[config.mk]
export PLATFORM = sky130hd
export DESIGN_NAME = card_rd_rx
export DESIGN_NICKNAME = d
export VERILOG_FILES = /design/src/rtl/card_rd_pkg.sv /design/src/rtl/card_rd_ctrl.sv /design/src/rtl/card_rd_dpath.sv /design/src/rtl/card_rd_rx.sv
export SDC_FILE = /design/constraint.sdc
export NUM_CORES = 1
export LEC_CHECK = 0
export BUFFER_PORTS_ARGS = -buffer_cell sky130_fd_sc_hd__buf_2
export CAP_MARGIN = 10
export CORE_MARGIN = 4
export CORE_UTILIZATION = 30
export CTS_CLUSTER_DIAMETER = 30
export DETAILED_ROUTE_END_ITERATION = 12
export HOLD_SLACK_MARGIN = 0.08
export PLACE_DENSITY = 0.5
export SETUP_SLACK_MARGIN = 0.3
export SYNTH_ARGS = -nofsm -noshare
export SYNTH_HDL_FRONTEND = slang
export SYNTH_SLANG_ARGS = --single-unit
[constraint.sdc]
create_clock -name clk -period 4.6 [get_ports clk]
set_clock_uncertainty 0.05 [all_clocks]
set_input_delay 0.46 -clock clk [delete_from_list [all_inputs] [get_ports clk]]
set_output_delay 0.46 -clock clk [all_outputs]
set_load 0.02 [all_outputs]
[src/rtl/card_rd_pkg.sv]
package card_rd_pkg;

  localparam logic [15:0] CRC_GEN = 16'h1021;

  typedef enum logic [2:0] {
    ST_IDLE,
    ST_WAIT,
    ST_DATA,
    ST_CRC,
    ST_END
  } rxState_e;

  // strobes from control to datapath
  typedef struct packed {
    logic crcClr;    // start bit seen: clear shift and check registers
    logic shiftEn;   // consume one data or check bit
    logic byteLoad;  // eighth bit of a byte: publish it
    logic endChk;    // end bit: evaluate the block
  } dpStrobe_t;

endpackage

[src/rtl/card_rd_ctrl.sv]
module card_rd_ctrl
  import card_rd_pkg::*;
#(
  parameter int LEN_W = 12,
  parameter int NAC_W = 16
) (
  input  logic             clk,
  input  logic             rstN,
  input  logic             startRd,
  input  logic             multiBlk,
  input  logic [LEN_W-1:0] blkLen,
  input  logic [NAC_W-1:0] nacMax,
  input  logic             stopReq,
  input  logic             bitStb,
  input  logic             datIn,
  output dpStrobe_t        strobe,
  output logic             busy,
  output logic             timeout
);

  localparam int CRC_BITS = 16;
  localparam int CCNT_W   = $clog2(CRC_BITS);

  rxState_e          state;
  logic [LEN_W-1:0]  lenLat;
  logic [LEN_W-1:0]  byteCnt;
  logic [NAC_W-1:0]  nacCnt;
  logic [2:0]        bitCnt;
  logic [CCNT_W-1:0] crcCnt;
  logic              multiLat;
  logic              stopPend;

  logic             abortNow;
  logic [NAC_W:0]   nacNext;
  logic             nacHit;
  logic [LEN_W-1:0] lenLast;

  assign busy     = (state != ST_IDLE);
  assign abortNow = busy && bitStb && (stopReq || stopPend);
  assign nacNext  = {1'b0, nacCnt} + {{NAC_W{1'b0}}, 1'b1};
  assign nacHit   = (nacNext >= {1'b0, nacMax});
  assign lenLast  = lenLat - {{(LEN_W-1){1'b0}}, 1'b1};

  always_comb begin
    strobe = '0;
    if (bitStb && !abortNow) begin
      unique case (state)
        ST_WAIT: strobe.crcClr = !datIn;
        ST_DATA: begin
          strobe.shiftEn  = 1'b1;
          strobe.byteLoad = (bitCnt == 3'd7);
        end
        ST_CRC:  strobe.shiftEn = 1'b1;
        ST_END:  strobe.endChk  = 1'b1;
        default: ;
      endcase
    end
  end

  always_ff @(posedge clk) begin
    if (!rstN) begin
      state    <= ST_IDLE;
      lenLat   <= '0;
      byteCnt  <= '0;
      nacCnt   <= '0;
      bitCnt   <= '0;
      crcCnt   <= '0;
      multiLat <= 1'b0;
      stopPend <= 1'b0;
      timeout  <= 1'b0;
    end else begin
      timeout <= 1'b0;
      if (state == ST_IDLE) begin
        stopPend <= 1'b0;
        if (startRd) begin
          lenLat   <= blkLen;
          multiLat <= multiBlk;
          nacCnt   <= '0;
          state    <= ST_WAIT;
        end
      end else if (abortNow) begin
        state    <= ST_IDLE;
        stopPend <= 1'b0;
      end else begin
        if (stopReq) stopPend <= 1'b1;
        if (bitStb) begin
          unique case (state)
            ST_WAIT: begin
              if (!datIn) begin
                state   <= ST_DATA;
                bitCnt  <= '0;
                byteCnt <= '0;
              end else if (nacHit) begin
                timeout <= 1'b1;
                state   <= ST_IDLE;
              end else begin
                nacCnt <= nacNext[NAC_W-1:0];
              end
            end
            ST_DATA: begin
              bitCnt <= bitCnt + 3'd1;
              if (bitCnt == 3'd7) begin
                if (byteCnt == lenLast) begin
                  state  <= ST_CRC;
                  crcCnt <= '0;
                end else begin
                  byteCnt <= byteCnt + {{(LEN_W-1){1'b0}}, 1'b1};
                end
              end
            end
            ST_CRC: begin
              crcCnt <= crcCnt + {{(CCNT_W-1){1'b0}}, 1'b1};
              if (crcCnt == CCNT_W'(CRC_BITS - 1)) state <= ST_END;
            end
            ST_END: begin
              if (multiLat) begin
                state  <= ST_WAIT;
                nacCnt <= '0;
              end else begin
                state <= ST_IDLE;
              end
            end
            default: state <= ST_IDLE;
          endcase
        end
      end
    end
  end

  // a transfer only starts on request
  assert_start_on_req_R1: assert property (@(posedge clk) disable iff (!rstN)
    $rose(busy) |-> $past(startRd));

  // byte index stays inside the block
  assert_byte_count_R3: assert property (@(posedge clk) disable iff (!rstN)
    (state == ST_DATA) |-> (byteCnt < lenLat));

  // a timeout leaves the receiver idle
  assert_timeout_idle_R6: assert property (@(posedge clk) disable iff (!rstN)
    timeout |-> !busy);

  // a single-block transfer ends after its end bit
  assert_single_ends_R7: assert property (@(posedge clk) disable iff (!rstN)
    (strobe.endChk && !multiLat) |=> !busy);

  // a stop at a bit boundary ends reception
  assert_stop_abort_R9: assert property (@(posedge clk) disable iff (!rstN)
    abortNow |=> (!busy && !timeout));

endmodule

[src/rtl/card_rd_dpath.sv]
module card_rd_dpath
  import card_rd_pkg::*;
(
  input  logic       clk,
  input  logic       rstN,
  input  dpStrobe_t  strobe,
  input  logic       datIn,
  input  logic       outReady,
  output logic [7:0] outData,
  output logic       outValid,
  output logic       blkDone,
  output logic       crcErr
);

  logic [6:0]  shReg;
  logic [15:0] crcReg;
  logic [15:0] crcStep;

  // one step of the serial check-word division
  assign crcStep = {crcReg[14:0], 1'b0} ^ ((crcReg[15] ^ datIn) ? CRC_GEN : 16'h0000);

  always_ff @(posedge clk) begin
    if (!rstN) begin
      shReg    <= '0;
      crcReg   <= '0;
      outData  <= '0;
      outValid <= 1'b0;
      blkDone  <= 1'b0;
      crcErr   <= 1'b0;
    end else begin
      blkDone <= 1'b0;
      if (strobe.crcClr) begin
        shReg  <= '0;
        crcReg <= '0;
      end else if (strobe.shiftEn) begin
        shReg  <= {shReg[5:0], datIn};
        crcReg <= crcStep;
      end
      if (strobe.byteLoad) begin
        outData  <= {shReg, datIn};
        outValid <= 1'b1;
      end else if (outReady) begin
        outValid <= 1'b0;
      end
      if (strobe.endChk) begin
        blkDone <= 1'b1;
        crcErr  <= (crcReg != 16'h0000) || !datIn;
      end
    end
  end

  // a new byte never lands on an unaccepted one
  assert_no_overflow_R10: assert property (@(posedge clk) disable iff (!rstN)
    strobe.byteLoad |-> !(outValid && !outReady));

  // the done pulse lasts one cycle
  assert_done_pulse_R5: assert property (@(posedge clk) disable iff (!rstN)
    blkDone |=> !blkDone);

endmodule

[src/rtl/card_rd_rx.sv]
module card_rd_rx
  import card_rd_pkg::*;
#(
  parameter int LEN_W = 12,
  parameter int NAC_W = 16
) (
  input  logic             clk,
  input  logic             rstN,
  input  logic             startRd,
  input  logic             multiBlk,
  input  logic [LEN_W-1:0] blkLen,
  input  logic [NAC_W-1:0] nacMax,
  input  logic             stopReq,
  input  logic             bitStb,
  input  logic             datIn,
  output logic [7:0]       outData,
  output logic             outValid,
  input  logic             outReady,
  output logic             busy,
  output logic             blkDone,
  output logic             crcErr,
  output logic             timeout
);

  dpStrobe_t strobe;

  card_rd_ctrl #(.LEN_W(LEN_W), .NAC_W(NAC_W)) uCtrl (
    .clk     (clk),
    .rstN    (rstN),
    .startRd (startRd),
    .multiBlk(multiBlk),
    .blkLen  (blkLen),
    .nacMax  (nacMax),
    .stopReq (stopReq),
    .bitStb  (bitStb),
    .datIn   (datIn),
    .strobe  (strobe),
    .busy    (busy),
    .timeout (timeout)
  );

  card_rd_dpath uDpath (
    .clk     (clk),
    .rstN    (rstN),
    .strobe  (strobe),
    .datIn   (datIn),
    .outReady(outReady),
    .outData (outData),
    .outValid(outValid),
    .blkDone (blkDone),
    .crcErr  (crcErr)
  );

endmodule

==> results of run 1 <==
routing by layer:
metal	up-vias	track usage, %	routed length [µm]
li1	2164	-	-
met1	1940	16.9	5340
met2	56	20.6	5380
met3	11	3.19	345
met4	0	4.64	177
met5	-	0	0
cells by family after synthesis:
| group | count (synthesis) | synth area share, % |
|---|---|---|
| XOR/XNOR | 35 | 6.40 |
| AO/OA/AOI/OAI | 128 | 18.2 |
| multiplexers | 16 | 3.34 |
| flip-flops | 87 | 36.4 |
| adder cells (fa/ha/maj) | 22 | 5.75 |
| AND/OR/NAND/NOR | 247 | 25.4 |
| buffers and inverters | 55 | 4.57 |
layout by cell type (no fill, tap or decap), types with 3 or more instances in the layout:
cell type | netlist | final
nand3_1 | 15 | 15
o22ai_1 | 3 | 3
clkbuf_16 | 0 | 9
or4_1 | 4 | 4
a21oi_1 | 44 | 43
nand3b_1 | 3 | 3
xnor2_1 | 19 | 19
o21ai_0 | 13 | 13
and2_1 | 4 | 4
nor2b_1 | 12 | 12
a21o_1 | 5 | 5
nand2b_1 | 3 | 3
a211oi_1 | 3 | 3
a22o_1 | 4 | 4
mux2i_1 | 16 | 16
buf_4 | 0 | 7
a31oi_1 | 4 | 4
inv_1 | 28 | 28
nor3b_1 | 7 | 6
or3_1 | 4 | 4
ha_1 | 22 | 22
nor3_1 | 17 | 16
nand4_1 | 11 | 11
o31ai_1 | 6 | 6
nor4_1 | 10 | 9
xor2_1 | 16 | 16
or2_2 | 3 | 3
dfxtp_1 | 87 | 87
a21boi_0 | 16 | 16
o211ai_1 | 10 | 10
buf_2 | 3 | 48
nor2_1 | 31 | 31
and3_1 | 5 | 5
nand2_1 | 110 | 110
flip-flops by register name, summed over array words and instances (netlist names), 3 cells and up:
register        cells
uDpath.crcReg      16
uCtrl.crcCnt        4
uCtrl.lenLat       12
uCtrl.nacCnt       16
uCtrl.bitCnt        3
uDpath.outData      8
uCtrl.state         3
uCtrl.byteCnt      12
uDpath.shReg        7
metrics by stage:
stage                     util, %  hold slack (ns)  total power [µW]
after floorplan                 -            0.386              1050
after global placement       33.9            0.397              1130
after detailed placement     33.9            0.399              1140
after CTS                    35.9            0.285              1890
after global routing         36.0            0.285              1970
final                        36.0            0.298              1870
power by group through the flow:
stage	sequential, µW	combinational (µW)	clock, µW
CTS	806	314	773
floorplan	805	241	0
global placement	822	310	0
detailed placement	824	312	0
finish	807	312	749
global route	811	356	805
how the worst max path moves through the flow:
stage	cells after the start	slack, ns	end	start
global route	16	0.38	uCtrl.nacCnt[9]	uCtrl.nacCnt[0]
CTS	16	0.43	uCtrl.nacCnt[13]	uCtrl.nacCnt[0]
global placement	16	0.62	uCtrl.nacCnt[1]	uCtrl.nacCnt[0]
finish	16	0.68	uCtrl.nacCnt[4]	uCtrl.nacCnt[0]
detailed placement	16	0.45	uCtrl.nacCnt[13]	uCtrl.nacCnt[0]
floorplan	15	0.95	uCtrl.nacCnt[11]	uCtrl.nacCnt[0]
layout make-up:
class / count / share of cell area [%]
Inverter: 28 / 1.89
Clock buffer: 9 / 4.05
Tap cell: 211 / 4.75
Clock inverter: 7 / 1.44
Sequential cell: 87 / 31.3
Timing Repair Buffer: 55 / 5.27
Multi-Input combinational cell: 448 / 51.3
what timing repair did:
action,in CTS,in global routing
gates resized for setup,0,3
setup endpoints to repair,0,15
hold buffers,0,0
==> summary.md, run 1 <==
| Metric | Value |
|---|---|
| Placed insts | `829` |
| Via count | `4,171` |
| Power share of the combinational group | `16.7%` |
| Worst-Skew Late Latency | `0.34 ns` |
| First-pass GRT wire length | `19,000 µm` |
| Cell area after layout | `5560 µm²` |
| Register Area | `1740 µm²` |
| Rows | `45` |
| Critical Path AT | `4.09 ns` |
| Longest Clk Path Bufs | `2` |
| Post-synth top area share | `36.4%` |
| Worst-case vdd ir drop | `0.164 mV` |
| H-tree depth | `3` |
| Crit Path Max Fanout | `7` |
| Vias per cell | `4.94` |
| Pint | `1320 µW` |
| Slew Limit Fails | `0` |
| Hold Path Class | `input port to flop` |
| Setup bufs post-CTS | `0` |
| Crit-path leading delay family | `simple AND/OR/NAND/NOR gates` |
| Area after DPL | `5240 µm²` |
| Die ar. | `18,100 µm²` |
| Synth cell count leaders | `nand2_1, dfxtp_1, a21oi_1, nor2_1, inv_1` |
| Reg power frac | `43.2%` |
| Multi-input logic area | `2850 µm²` |
| Post-Layout Cell Count | `845` |
| Final setup fails | `0` |
| Total GRT Usage | `12.9%` |
| # DRC | `0` |
| Fill cell count | `1,668` |
| Switching Share | `29.2%` |
| Cells along the critical path | `ha_1, nand3_1, nor3_2, nand3_1, or2_2, xnor2_1, ha_1, nand4_1, nor4_1, a221oi_1, o31ai_1, nor3_1, buf_4, nand3_1, o211ai_1, o31ai_1` |
| Maximum clock rate | `0.255 GHz` |
| Slowest CP cell | `dfxtp_1` |
| Root Driver | `clkbuf_16` |
| Unrepaired setup endpoints after global routing | `no` |
| Crit-path max cell delay | `0.42 ns` |
| Hold EP | `uCtrl.stopPend` |
| Initial DRC count | `188` |
| Clock tree sinks | `87` |
| Most used DFF post-synth | `dfxtp_1` |
| Clock Power Share | `40.1%` |
| R2R Setup Slk | `0.68 ns` |
| Beginning of the worst hold path | `bitStb` |
| WS Path Type | `flop to flop` |
| Share of cells above drive strength 1 | `13.2%` |
| Status | `finished clean` |
| Worst path bufs/invs | `1` |
| TNS Setup | `0 ns` |
| Register area share after synthesis | `36.4%` |
| Die X | `134 µm` |
| Leak | `0.00224 µW` |
| Worst-margin pin slew | `1.06 ns` |
| PortBufs | `48` |
| Tmin final | `3.92 ns` |
| Final WL | `11,200 µm` |
| Crit path launch type | `flop` |
| Crit end category | `flop` |
| Grt total ovfl | `0` |
| Worst hold stages | `2` |
| Initial antenna violation count | `0` |
| Cell Area, Synth | `4790 µm²` |
| Initial DRT Pass Iterations | `4` |
| Die Y | `134 µm` |
| Antenna Nets Post-Route | `0` |
| Area leader, netlist | `dfxtp_1` |
| Async SR Flop Fraction | `0%` |
| Top cell by count, worst path | `nand3_1` |
| Final Hold Viols | `0` |
| DR WL/cell | `13.3 µm` |
| Synth Instances | `590` |
| Sw power | `546 µW` |
| Area growth syn-to-layout | `16.0%` |
| TritonCTS clock tree | `built` |
| Vias in the first global route | `3,916` |
| Num CTS Buffers | `9` |
| Post-synth EDFFs | `0` |
| Largest net degree at the start of global routing | `45` |
| R2R cell count | `16` |
| Count leader, synth | `nand2_1` |
| Flops & latches, synth | `87` |
| Detailed Place HPWL | `8340 µm` |
| Pwr dens | `336 nW/µm²` |
| Clk slew on worst S/H paths | `0.07 ns` |
| RD Place Congestion | `0.848` |
| Ranking of synthesized cells by area | `dfxtp_1, nand2_1, ha_1, a21oi_1, xnor2_1` |
| Starting Density | `31.0%` |
| Max cap viols | `0` |
| Period utilisation layout | `85.2%` |
| Worst slew margin | `29.2%` |
| Critical R2R Capture | `uCtrl.nacCnt[4]` |
| Critical Path RT | `4.77 ns` |
| Cell variety after synth | `56` |
| Core region area | `15,400 µm²` |
| Layout Nets | `687` |
| # IOs | `49` |
| Warnings from Yosys | `0` |
| RR Startpoint | `uCtrl.nacCnt[0]` |
| Antenna diodes | `0` |
| Setup ws final | `0.681 ns` |
| Mapped Avg Cell Area | `8.12 µm²` |
| DP Worst Slack | `0.454 ns` |
| Syn Nets | `648` |
No activity file was read; power rests on OpenSTA's default activity.
==> inputs of run 2 (changes only) <==
--- a/config.mk
+++ b/config.mk
@@ -17,3 +17,4 @@
 export SYNTH_ARGS = -nofsm -noshare
 export SYNTH_HDL_FRONTEND = slang
 export SYNTH_SLANG_ARGS = --single-unit
+export TNS_END_PERCENT = 1
==> constraint.sdc (replaced) <==
create_clock -name clk -period 4.6 [get_ports clk]
set_clock_uncertainty 0.05 [all_clocks]
set_input_delay 0.23 -clock clk [delete_from_list [all_inputs] [get_ports clk]]
set_output_delay 0.23 -clock clk [all_outputs]
set_load 0.02 [all_outputs]
==> summary.md, run 2 (synthesized netlist as in run 1, its figures left out) <==
| Metric | Value |
|---|---|
| Clock tree sinks | `87 (unchanged)` |
| Die X | `134 µm (unchanged)` |
| Cell area after layout | `5590 µm² (+0.61%)` |
| PortBufs | `48 (unchanged)` |
| Via count | `4,192 (+0.50%)` |
| Num CTS Buffers | `9 (unchanged)` |
| Min Hold Slack | `0.0871 ns (-0.211 ns)` |
| R2R Setup Slk | `0.62 ns (-0.07 ns)` |
| Register Area | `1740 µm² (unchanged)` |
| Antenna Nets Post-Route | `0 (unchanged)` |
| Worst hold stages | `3 (+1)` |
| Unrepaired setup endpoints after global routing | `yes` |
| Antenna diodes | `0 (unchanged)` |
| Die Y | `134 µm (unchanged)` |
| Tmin final | `3.98 ns (+0.0655 ns)` |
| Reg power frac | `43.2% (about the same)` |
| Pwr dens | `334 nW/µm² (-0.60%)` |
| H-tree depth | `3 (unchanged)` |
| Critical Path RT | `4.82 ns (+0.05 ns)` |
| Vias per cell | `4.94 (about the same)` |
| Hold EP | `uCtrl.lenLat[2]` |
| Commonest cells after routing, fill and taps aside | `nand2_1, dfxtp_1, buf_2, a21oi_1, nor2_1` |
| Root Driver | `clkbuf_16` |
| Commonest non-fill, non-tap cell in the layout | `nand2_1` |
| Crit-path max cell delay | `0.43 ns (about the same)` |
| Power share of the combinational group | `16.8% (about the same)` |
| Hold Path Class | `input port to flop` |
| Total GRT Usage | `12.9% (+0.031 points)` |
| Critical Path AT | `4.21 ns (+0.12 ns)` |
| Clk slew on worst S/H paths | `0.06 ns (about the same)` |
| WS Path Type | `flop to flop` |
| RD Place Congestion | `0.848 (unchanged)` |
| Top Registers | `uCtrl.nacCnt (16), uDpath.crcReg (16)` |
| Pint | `1320 µW (+0.14%)` |
| Die ar. | `18,100 µm² (unchanged)` |
| Initial DRT Pass Iterations | `4 (unchanged)` |
| Share of cells above drive strength 1 | `13.0% (-0.24 points)` |
| TritonCTS clock tree | `built` |
| DR WL/cell | `13.3 µm (about the same)` |
| Fin util | `36.2% (+0.22 points)` |
| First-pass GRT wire length | `19,100 µm (+0.33%)` |
| # DRC | `0 (unchanged)` |
| Beginning of the worst hold path | `blkLen[2]` |
| Crit Path Max Fanout | `7 (unchanged)` |
| Sw power | `544 µW (-0.32%)` |
| Setup bufs post-CTS | `0 (unchanged)` |
| TNS Setup | `0 ns (unchanged)` |
| Final Hold Viols | `0 (unchanged)` |
| Initial antenna violation count | `0 (unchanged)` |
| Multi-input logic area | `2840 µm² (-0.22%)` |
| Core region area | `15,400 µm² (unchanged)` |
| Initial DRC count | `158 (-16%)` |
| Grt total ovfl | `0 (unchanged)` |
| Worst-Skew Late Latency | `0.35 ns (about the same)` |
| Worst-margin pin slew | `1.04 ns (-0.0209 ns)` |
| Final setup fails | `0 (unchanged)` |
| Rows | `45 (unchanged)` |
| Largest net degree at the start of global routing | `45 (unchanged)` |
| Total power | `1870 µW (about the same)` |
| Leak | `0.00225 µW (+0.72%)` |
| Critical R2R Capture | `uCtrl.nacCnt[0]` |
| Period utilisation layout | `86.6% (+1.4 points)` |
| Slowest CP cell | `nor4_1` |
| Crit end category | `flop` |
| Area growth syn-to-layout | `16.7%` |
| Worst slew margin | `30.6% (+1.4 points)` |
| R2R cell count | `15 (-1)` |
| Worst-case vdd ir drop | `0.164 mV (+0.27%)` |
| # IOs | `49 (unchanged)` |
| Crit path launch type | `flop` |
| Max cap viols | `0 (unchanged)` |
| Status | `finished clean` |
| Detailed Place HPWL | `8340 µm (unchanged)` |
| Vias in the first global route | `3,942 (+0.66%)` |
| Slew Limit Fails | `0 (unchanged)` |
| Longest Clk Path Bufs | `2 (unchanged)` |
| Maximum clock rate | `0.251 GHz (-1.6%)` |
| Cells along the critical path | `ha_1, nand3_1, nor3_2, nand3_1, or2_2, xnor2_1, ha_1, nand4_1, nor4_1, a221oi_1, o31ai_1, nor4_1, buf_4, mux2i_1, a31oi_1` |
| Area after DPL | `5240 µm² (unchanged)` |
| Fill cell count | `1,666 (-0.12%)` |
| Layout Nets | `691 (+0.58%)` |
| Switching Share | `29.1% (-0.097 points)` |
| Clock Power Share | `40.0% (about the same)` |
| RR Startpoint | `uCtrl.nacCnt[0]` |
| Starting Density | `31.0% (unchanged)` |
| Final WL | `11,300 µm (+0.43%)` |
[run 2: per-layer routing]
layer	wire [µm]	global-route usage (%)	vias to the layer above
met1	5330	16.9	1950
met3	345	3.19	13
met2	5430	20.7	58
met5	0	0	-
met4	191	4.64	0
li1	-	-	2171
[run 2: timing repair]
item | in CTS | in global routing
setup endpoints to repair | 0 | 15
hold buffers | 4 | 0
resized for setup | 0 | 2
hold endpoints to repair | 4 | 0
[run 2: worst max-delay path by stage]
stage	start	end	slack [ns]	depth (start not counted)
finish	uCtrl.nacCnt[0]	uCtrl.nacCnt[0]	0.62	15
global placement	uCtrl.nacCnt[0]	uCtrl.nacCnt[1]	0.62	16
detailed placement	uCtrl.nacCnt[0]	uCtrl.nacCnt[13]	0.45	16
global route	uCtrl.nacCnt[0]	uCtrl.nacCnt[0]	0.28	15
floorplan	uCtrl.nacCnt[0]	uCtrl.nacCnt[11]	0.95	15
CTS	uCtrl.nacCnt[0]	uCtrl.nacCnt[13]	0.43	16
[run 2: power groups by stage]
stage | clock network [µW] | registers [µW] | logic, µW
after floorplan | 0 | 805 | 241
after global placement | 0 | 822 | 310
after detailed placement | 0 | 824 | 312
after CTS | 773 | 806 | 317
after global routing | 805 | 811 | 358
final | 746 | 807 | 314
[run 2: through the flow]
| stage | std cells | worst slack (ns) |
|---|---|---|
| floorplan | 590 | 0.953 |
| global placement | 829 | 0.624 |
| detailed placement | 829 | 0.454 |
| CTS | 849 | 0.432 |
| global route | 849 | 0.277 |
| finish | 849 | 0.615 |
[run 2: critical path, delay by kind of cell (launching register included)]
family | cells | cell delay [ns]
xor gates and xnor gates | 1 | 0.21
and+or+nand+nor | 7 | 1.84
adders and majority gates | 2 | 0.53
muxes | 1 | 0.07
DFF | 1 | 0.42
AOI/OAI and AO/OA | 3 | 0.57
buffers and inverters | 1 | 0.23
[run 2: layout make-up]
cell class / instances / share of cell area (%)
multi-input combinational: 448 / 50.8
sequential: 87 / 31.1
timing repair buffer: 59 / 5.95
tap: 211 / 4.72
clock buffer: 9 / 4.03
inverter: 28 / 1.88
clock inverter: 7 / 1.43
==> inputs of run 3 (changes only) <==
==> constraint.sdc (replaced) <==
create_clock -name clk -period 4.6 [get_ports clk]
set_clock_uncertainty 0.05 [all_clocks]
set_input_delay 0 -clock clk [delete_from_list [all_inputs] [get_ports clk]]
set_output_delay 0 -clock clk [all_outputs]
set_load 0.02 [all_outputs]
==> summary.md, run 3 (synthesized netlist as in run 1, its figures left out) <==
| Metric | Value |
|---|---|
| TritonCTS clock tree | `built` |
| Share of cells above drive strength 1 | `12.7% (-0.26 points)` |
| Worst-margin pin slew | `1.05 ns (+0.00972 ns)` |
| Status | `finished clean` |
| Max cap viols | `0 (unchanged)` |
| Worst slew margin | `30.0% (-0.65 points)` |
| Clk slew on worst S/H paths | `0.06 ns (about the same)` |
| Setup ws final | `0.622 ns (+0.00653 ns)` |
| Rows | `45 (unchanged)` |
| Pwr dens | `328 nW/µm² (-1.9%)` |
| Crit-path max cell delay | `0.43 ns (about the same)` |
| DP Worst Slack | `0.454 ns (unchanged)` |
| TNS Setup | `0 ns (unchanged)` |
| Die X | `134 µm (unchanged)` |
| Detailed Place HPWL | `8340 µm (unchanged)` |
| Maximum clock rate | `0.251 GHz (+0.16%)` |
| Fill cell count | `1,656 (-0.60%)` |
| Critical Path AT | `4.20 ns (about the same)` |
| Vias per cell | `4.93 (-0.15%)` |
| Hold Path Class | `input port to flop` |
| # IOs | `49 (unchanged)` |
| Total GRT Usage | `13.1% (+0.20 points)` |
| Tmin final | `3.98 ns (-0.00653 ns)` |
| Via count | `4,250 (+1.4%)` |
| Starting Density | `31.0% (unchanged)` |
| Fin util | `37.1% (+0.84 points)` |
| Top Registers | `uCtrl.nacCnt (16), uDpath.crcReg (16)` |
| Crit Path Max Fanout | `7 (unchanged)` |
| Clock tree sinks | `87 (unchanged)` |
| Final Hold Viols | `0 (unchanged)` |
| Commonest non-fill, non-tap cell in the layout | `nand2_1` |
| # DRC | `0 (unchanged)` |
| Final setup fails | `0 (unchanged)` |
| Period utilisation layout | `86.5% (-0.14 points)` |
| DR WL/cell | `13.2 µm (-0.63%)` |
| Slew Limit Fails | `0 (unchanged)` |
| Core region area | `15,400 µm² (unchanged)` |
| PortBufs | `48 (unchanged)` |
| Layout Nets | `704 (+1.9%)` |
| Initial DRT Pass Iterations | `4 (unchanged)` |
| Crit end category | `flop` |
| Die Y | `134 µm (unchanged)` |
| Slowest CP cell | `nor4_1` |
| Unrepaired setup endpoints after global routing | `yes` |
| Largest net degree at the start of global routing | `45 (unchanged)` |
| Worst-case vdd ir drop | `0.163 mV (-0.49%)` |
| Cells along the critical path | `ha_1, nand3_1, nor3_2, nand3_1, or2_2, xnor2_1, ha_1, nand4_1, nor4_1, a221oi_1, o31ai_1, nor4_1, buf_4, mux2i_1, a31oi_1` |
| Num CTS Buffers | `9 (unchanged)` |
| Vias in the first global route | `3,986 (+1.1%)` |
| Longest Clk Path Bufs | `2 (unchanged)` |
| Register Area | `1740 µm² (unchanged)` |
| Min Hold Slack | `0.150 ns (+0.0632 ns)` |
| H-tree depth | `3 (unchanged)` |
| Grt total ovfl | `0 (unchanged)` |
| Leak | `0.00231 µW (+2.5%)` |
| Initial antenna violation count | `0 (unchanged)` |
| Crit path launch type | `flop` |
| Commonest cells after routing, fill and taps aside | `nand2_1, dfxtp_1, buf_2, a21oi_1, nor2_1` |
| RD Place Congestion | `0.848 (unchanged)` |
| Final WL | `11,400 µm (+0.89%)` |
| Worst-Skew Late Latency | `0.34 ns (about the same)` |
| Root Driver | `clkbuf_16` |
| Antenna diodes | `0 (unchanged)` |
| First-pass GRT wire length | `19,300 µm (+1.4%)` |
| Die ar. | `18,100 µm² (unchanged)` |
| Multi-input logic area | `2840 µm² (unchanged)` |
| Area growth syn-to-layout | `19.5%` |
| Initial DRC count | `169 (+7.0%)` |
| WS Path Type | `flop to flop` |
| Antenna Nets Post-Route | `0 (unchanged)` |
| Critical Path RT | `4.82 ns (about the same)` |
[run 3: timing repair]
| action | 4_1_cts | 5_1_grt |
|---|---|---|
| hold buffers | 17 | 0 |
| hold endpoints to repair | 17 | 0 |
| resized for setup | 0 | 2 |
| setup buffers | 0 | 0 |
| setup endpoints to repair | 0 | 15 |
[run 3: layout make-up]
type                            count  share of cell area, %
Sequential cell                    87                   30.4
Tap cell                          211                   4.61
Timing Repair Buffer               72                   8.09
Clock buffer                        9                   3.94
Clock inverter                      7                   1.40
Multi-Input combinational cell    448                   49.7
Inverter                           28                   1.84
[run 3: power by group]
group | internal [µW] | switching [µW]
combinational | 131 | 191
clock | 427 | 319
sequential | 773 | 34.2
total | 1330 | 544
[run 3: per-layer routing]
layer  vias up  global-route usage, %  part of all wire, %
met4         0                   4.58                  1.6
met5         -                      0                    0
li1       2197                      -                    -
met1      1979                   17.1                   47
met3        11                   3.11                  3.4
met2        63                   21.3                   48
[run 3: worst max-delay path: cells and delay by family (launching register included)]
family                     cells  cell delay (ns)
buffers and inverters          1             0.23
adders and majority gates      2             0.53
and+or+nand+nor                7             1.83
muxes                          1             0.07
DFF                            1             0.42
xor gates and xnor gates       1             0.21
AOI/OAI and AO/OA              3             0.57
[run 3: metrics by stage]
step | cells | power, µW | cell area (µm²)
2_1_floorplan | 590 | 1050 | 4790
3_5_place_dp | 829 | 1140 | 5240
5_1_grt | 862 | 1980 | 5720
6_report | 862 | 1870 | 5720
3_3_place_gp | 829 | 1130 | 5240
4_1_cts | 862 | 1900 | 5710
[run 3: final timing paths]
check                   from               to  slack (ns)  cells past startpoint
max          uCtrl.nacCnt[0]  uCtrl.nacCnt[0]        0.62                     15
max reg2reg  uCtrl.nacCnt[0]  uCtrl.nacCnt[0]        0.62                     15
min reg2reg  uDpath.shReg[6]  uDpath.shReg[6]        0.40                      2
min                  stopReq    uCtrl.timeout        0.15                      5
